[src/rtl/lbg_pkg.sv]
package lbg_pkg;

    localparam int MAX_SHIFT = 13;
    localparam int RATE_W    = 4;
    localparam int PER_W     = 12;
    localparam int CNT_W     = 16;
    localparam int DATA_W    = 16;
    localparam int CTRL_W    = 7;

    typedef enum logic [1:0] {
        REG_CTRL = 2'd0,
        REG_PER  = 2'd1,
        REG_ON   = 2'd2,
        REG_STOP = 2'd3
    } reg_sel_e;

    typedef struct packed {
        logic              irq_mask;
        logic              auto_stop;
        logic              enable;
        logic [RATE_W-1:0] rate;
    } ctrl_t;

    // number of prescaler bits that must be all ones for a tick
    function automatic int tick_shift(logic [RATE_W-1:0] rate, int max_shift);
        if (int'(rate) >= max_shift) return 0;
        return max_shift - int'(rate);
    endfunction

endpackage

[src/rtl/lbg_prescaler.sv]
module lbg_prescaler
    import lbg_pkg::*;
#(
    parameter int MAXS = lbg_pkg::MAX_SHIFT
) (
    input  logic              clk,
    input  logic              rst,
    input  logic [RATE_W-1:0] rate,
    output logic              tick
);
    logic [MAXS-1:0] div_q;
    logic [MAXS-1:0] need;
    int              shift;

    assign shift = tick_shift(rate, MAXS);

    for (genvar g = 0; g < MAXS; g++) begin : g_need
        assign need[g] = (g < shift);
    end

    always_ff @(posedge clk) begin
        if (rst) div_q <= '0;
        else     div_q <= div_q + 1'b1;
    end

    assign tick = &(div_q | ~need);

    // a slower rate never ticks twice in a row
    p_tick_spacing_r2: assert property (@(posedge clk) disable iff (rst)
        (tick && shift != 0 && $stable(rate)) |=> !tick);

endmodule

[src/rtl/lbg_regs.sv]
module lbg_regs
    import lbg_pkg::*;
#(
    parameter int PW = lbg_pkg::PER_W,
    parameter int CW = lbg_pkg::CNT_W,
    parameter int DW = lbg_pkg::DATA_W
) (
    input  logic          clk,
    input  logic          rst,
    input  logic          wr_en,
    input  logic [3:0]    addr,
    input  logic [DW-1:0] wdata,
    input  logic          stop_req,
    output ctrl_t         ctrl,
    output logic [PW-1:0] period,
    output logic [PW-1:0] on_time,
    output logic [CW-1:0] stop_cnt,
    output logic          load_remain,
    output logic          done,
    output logic [DW-1:0] rdata
);
    reg_sel_e sel;
    logic     ctrl_wr;

    assign sel         = reg_sel_e'(addr[3:2]);
    assign ctrl_wr     = wr_en && (sel == REG_CTRL);
    assign load_remain = wr_en && (sel == REG_CTRL || sel == REG_STOP);

    always_ff @(posedge clk) begin
        if (rst) begin
            ctrl     <= '0;
            period   <= '0;
            on_time  <= '0;
            stop_cnt <= '0;
            done     <= 1'b0;
        end else begin
            if (stop_req) begin
                ctrl.enable <= 1'b0;
                done        <= 1'b1;
            end
            if (wr_en) begin
                unique case (sel)
                    REG_CTRL: begin
                        ctrl <= ctrl_t'(wdata[CTRL_W-1:0]);
                        done <= 1'b0;
                    end
                    REG_PER:  period   <= wdata[PW-1:0];
                    REG_ON:   on_time  <= wdata[PW-1:0];
                    REG_STOP: stop_cnt <= wdata[CW-1:0];
                    default: ;
                endcase
            end
        end
    end

    always_comb begin
        rdata = '0;
        unique case (sel)
            REG_CTRL: rdata[CTRL_W-1:0] = ctrl;
            REG_PER:  rdata[PW-1:0]     = period;
            REG_ON:   rdata[PW-1:0]     = on_time;
            REG_STOP: rdata[CW-1:0]     = stop_cnt;
            default:  rdata             = '0;
        endcase
    end

    p_stop_clears_en_r6: assert property (@(posedge clk) disable iff (rst)
        (stop_req && !ctrl_wr) |=> (!ctrl.enable && done));
    p_ctrl_wr_clears_done_r8: assert property (@(posedge clk) disable iff (rst)
        ctrl_wr |=> !done);
    p_done_sticky_r8: assert property (@(posedge clk) disable iff (rst)
        (done && !ctrl_wr) |=> done);

endmodule

[src/rtl/lbg_wave.sv]
module lbg_wave
    import lbg_pkg::*;
#(
    parameter int PW = lbg_pkg::PER_W,
    parameter int CW = lbg_pkg::CNT_W
) (
    input  logic          clk,
    input  logic          rst,
    input  logic          en,
    input  logic          auto_stop,
    input  logic          tick,
    input  logic [PW-1:0] period,
    input  logic [PW-1:0] on_time,
    input  logic [CW-1:0] stop_cnt,
    input  logic          load_remain,
    output logic          led,
    output logic          stop_req
);
    logic [PW-1:0] pos_q;
    logic [CW-1:0] remain_q;
    logic          wrap;
    logic          last;

    assign wrap     = en && tick && (pos_q >= period);
    assign last     = (remain_q <= CW'(1));
    assign stop_req = wrap && auto_stop && last;
    assign led      = en && (pos_q < on_time);

    always_ff @(posedge clk) begin
        if (rst) begin
            pos_q    <= '0;
            remain_q <= '0;
        end else begin
            if (!en)       pos_q <= '0;
            else if (tick) pos_q <= wrap ? '0 : pos_q + 1'b1;

            if (load_remain)
                remain_q <= stop_cnt;
            else if (wrap && auto_stop)
                remain_q <= last ? '0 : remain_q - 1'b1;
        end
    end

    p_hold_zero_r3: assert property (@(posedge clk) disable iff (rst)
        !en |=> (pos_q == '0));
    p_wrap_to_zero_r4: assert property (@(posedge clk) disable iff (rst)
        wrap |=> (pos_q == '0));
    p_remain_load_r6: assert property (@(posedge clk) disable iff (rst)
        load_remain |=> (remain_q == $past(stop_cnt)));

endmodule

[src/rtl/led_blink_gen.sv]
module led_blink_gen
    import lbg_pkg::*;
#(
    parameter int PER_W  = lbg_pkg::PER_W,
    parameter int CNT_W  = lbg_pkg::CNT_W,
    parameter int DATA_W = lbg_pkg::DATA_W,
    parameter int MAXS   = lbg_pkg::MAX_SHIFT
) (
    input  logic              clk,
    input  logic              rst,
    input  logic              wr_en,
    input  logic [3:0]        addr,
    input  logic [DATA_W-1:0] wdata,
    output logic [DATA_W-1:0] rdata,
    output logic              led_out,
    output logic              irq
);
    ctrl_t             ctrl;
    logic [PER_W-1:0]  period;
    logic [PER_W-1:0]  on_time;
    logic [CNT_W-1:0]  stop_cnt;
    logic              load_remain;
    logic              done;
    logic              stop_req;
    logic              tick;

    lbg_regs #(.PW(PER_W), .CW(CNT_W), .DW(DATA_W)) u_regs (
        .clk(clk), .rst(rst), .wr_en(wr_en), .addr(addr), .wdata(wdata),
        .stop_req(stop_req), .ctrl(ctrl), .period(period), .on_time(on_time),
        .stop_cnt(stop_cnt), .load_remain(load_remain), .done(done),
        .rdata(rdata)
    );

    lbg_prescaler #(.MAXS(MAXS)) u_pre (
        .clk(clk), .rst(rst), .rate(ctrl.rate), .tick(tick)
    );

    lbg_wave #(.PW(PER_W), .CW(CNT_W)) u_wave (
        .clk(clk), .rst(rst), .en(ctrl.enable), .auto_stop(ctrl.auto_stop),
        .tick(tick), .period(period), .on_time(on_time), .stop_cnt(stop_cnt),
        .load_remain(load_remain), .led(led_out), .stop_req(stop_req)
    );

    assign irq = done && !ctrl.irq_mask;

    // the LED never lights in the cycle after the generator stopped itself
    p_stop_darkens_led_r6: assert property (@(posedge clk) disable iff (rst)
        (stop_req && !(wr_en && addr[3:2] == 2'd0)) |=> !led_out);

endmodule

[config.mk]
export PLATFORM = sky130hd
export DESIGN_NAME = led_blink_gen
export DESIGN_NICKNAME = d
export VERILOG_FILES = /design/src/rtl/lbg_pkg.sv /design/src/rtl/lbg_prescaler.sv /design/src/rtl/lbg_regs.sv /design/src/rtl/lbg_wave.sv /design/src/rtl/led_blink_gen.sv
export SDC_FILE = /design/constraint.sdc
export NUM_CORES = 1
export LEC_CHECK = 0
export CORE_MARGIN = 3
export CORE_UTILIZATION = 55
export DETAILED_ROUTE_END_ITERATION = 12
export GPL_TIMING_DRIVEN = 0
export PLACE_DENSITY = 0.72
export SLEW_MARGIN = 0
export SYNTH_ARGS = -nofsm -noshare
export SYNTH_HDL_FRONTEND = slang
export SYNTH_HIERARCHICAL = 1
export SYNTH_SLANG_ARGS = --single-unit
[constraint.sdc]
create_clock -name clk -period 4.8 [get_ports clk]
set_input_delay 0.72 -clock clk [delete_from_list [all_inputs] [get_ports clk]]
set_output_delay 0.72 -clock clk [all_outputs]
set_load 0.1 [all_outputs]
==> impl_metrics.toml <==
[outcome]
status = "finished clean"

[sta]
rsz0062_at_grt = "no"
fmax_mhz = 236
skew_ps = 18.8
setup_tns_ps = 0
max_slew_margin_pct = 34.3
tightestPinTransition_ps = 982
final_hold_viol_count = 0
period_share_pct = 88.3
finalSetupViolations = 0
slew_viol_final = 0
period_minus_slack_ps = 4240
hold_ws_ps = 468

[route]
vias = 4664
dr.pass1.iters = 5
avgViaCountPerCell = 5.88
drtAntennaViolNets = 0
drc_errors = 0
drt-initial-drc-count = 317
routedWlPerCell_um = 16.6
wirelength_mm = 13.2

[finish]
n_antenna_cell = 0
nets = 738
area_delta_synth_final_pct = 14.9
drive_gt1_share_pct = 6.42
fin_area_mm2 = 0.00573
final_cell_mix = "nand2_1 (123), dfxtp_1 (89), a21oi_1 (68)"
final_common_cell = "nand2_1"

[clocking]
clock_latency_ps = 350
cts_tree = "built"
root_buffer = "clkbuf_8"
cts_sinks = 89
numCtsBuffers = 9
clockBufferDepth = 2
cts_htree_levels = 3
postCtsResizedCells = 0
ctsHoldBuffers = 0
postCtsSetupBuffers = 0
clk_pin_slew_worst_paths_ps = 80

[placed_design]
io_buffers = 38
hpwlAfterDp_mm = 10.0
placed_cell_area_mm2 = 0.00550
place.gp.congestion = 0.881

[pwr]
power_w = 0.00166
powerDensity_mw_per_mm2 = 291
p_leak_nw = 2.08
peakVddDrop_v = 0.000132

[run]
drv_cap = 0

[floorplanning]
die_w_um = 101
die_area_mm2 = 0.0102
row_count = 34
fp.dieH_um = 101
core_mm2 = 0.00876
start_util_pct = 56.9
pin_count = 41

[synthesis]
synth.ff_latch_count = 89
synth-edff-count = 0
ys_seq_area_share_pct = 35.8
synthCells = 632
async_flop_share_pct = 0
syn_nets = 689
yosys_warnings = 6
avgSynthCellArea_um2 = 7.89
ys_types = 63
syn_area_mm2 = 0.00498
synth_flop_cell = "dfxtp_1"

[critical_path]
path_delay_family = "buffers and inverters"
cpMostUsedCell = "clkdlybuf4s50_1"
setup.worst_path.class = "primary input to output pin"
critical_path.max_fanout = 10
critical_path_required_ps = 4080
max_stage_delay_ps = 1180
cp_num_buf_inv = 4
worst_ep_arrival_time_ps = 3520
start_kind = "primary input"
path_cells = "clkdlybuf4s50_1 > inv_1 > ha_1 > clkbuf_1 > a222oi_1 > mux2i_1 > clkdlybuf4s50_1"
worstSetupEndpointType = "output pin"
critPathSlowestCell = "clkdlybuf4s50_1"

[grt]
grt_pass1_wl_mm = 21.5
grt_use_total_pct = 26.2
grt_pass1_vias = 4513
antenna_found_initial = 0
grt_overflow_total = 0
grt_max_degree = 15

[worst_hold_path]
min_path_type = "flop to flop"
-- worst paths after layout --
check,slack [ps],cells after the start,start,to
setup / recovery,560,7,addr[3],rdata[5]
hold / removal,470,1,u_pre/div_q[0],u_pre/div_q[0]
setup reg to reg,920,14,u_regs/ctrl[1],u_regs/ctrl[4]
hold reg to reg,470,1,u_pre/div_q[0],u_pre/div_q[0]
-- cell families (layout without fill, tap and decap cells) --
| kind of cell | after synthesis | after routing | synth area share [%] |
|---|---|---|---|
| AO/OA/AOI/OAI | 138 | 138 | 18.2 |
| XOR/XNOR | 22 | 22 | 3.87 |
| AND/OR/NAND/NOR | 268 | 268 | 25.6 |
| buffers and inverters | 71 | 124 | 6.00 |
| adder cells (fa/ha/maj) | 34 | 34 | 8.54 |
| flip-flops | 89 | 89 | 35.8 |
| multiplexers | 10 | 10 | 2.03 |
-- flip-flops by register name, summed over array words and instances, names as in the netlist --
signal / cells
u_pre/div_q: 13
u_regs/stop_cnt: 16
u_regs/ctrl: 7
u_regs/done: 1
u_regs/period: 12
u_regs/on_time: 12
u_wave/pos_q: 12
u_wave/remain_q: 16
-- power breakdown --
group	switching (W)	internal (W)	total [W]
sequential	0.0000245	0.000761	0.000785
clock	0.000264	0.000320	0.000584
combinational	0.000184	0.000110	0.000294
-- per-stage QoR --
step	setup slack (ps)	utilization [%]	std cells
floorplan	1170	-	632
global placement	602	62.7	778
detailed placement	598	62.7	778
CTS	569	65.3	793
global route	442	65.3	793
finish	559	65.3	793
-- routing by layer --
metal	vias to the layer above	global-route usage (%)	wire length, um
met5	-	0	0
met4	0	11.0	285
met3	24	2.96	613
met2	140	45.0	6520
met1	2191	33.3	5730
li1	2309	-	-
-- worst reg2reg max path: cells and delay by family (launching register included) --
| kind | cells | cell delay, ps |
|---|---|---|
| AO/OA/AOI/OAI | 5 | 1290 |
| adder cells (fa/ha/maj) | 1 | 370 |
| buffers and inverters | 3 | 610 |
| flip-flops | 1 | 460 |
| AND/OR/NAND/NOR | 5 | 1020 |
-- Yosys cell counts, types with 3 or more instances --
library cell	number	area (um2)
a21o_1	3	22.5
a21oi_1	68	340
a222oi_1	12	120
a311oi_1	5	43.8
a31oi_1	7	43.8
and2_1	12	75.1
and3_1	3	18.8
and4_1	5	43.8
buf_2	7	35.0
clkbuf_1	14	52.6
dfxtp_1	89	1780
ha_1	34	425
inv_1	43	161
mux2i_1	9	90.1
nand2_1	123	462
nand2b_1	7	43.8
nand3_1	12	60.1
nand3b_1	3	22.5
nand4_1	8	50.1
nor2_1	55	206
nor2b_1	7	43.8
nor3_1	3	15.0
nor4_1	6	37.5
o211ai_1	3	22.5
o21ai_0	9	45.0
o21ai_1	4	20.0
o22ai_1	5	31.3
or2_2	3	18.8
or3_1	8	50.1
or4_1	4	30.0
xnor2_1	5	43.8
xor2_1	17	149
-- area by class of cell --
| type | count | area, um2 |
|---|---|---|
| fill | 768 | 3040 |
| timing repair buffer | 38 | 380 |
| clock inverter | 4 | 76.3 |
| inverter | 43 | 161 |
| multi-input combinational | 472 | 2900 |
| clock buffer | 11 | 151 |
| buffer | 28 | 138 |
| tap | 108 | 135 |
| sequential | 89 | 1780 |
Power figures use the tool's default switching activity.
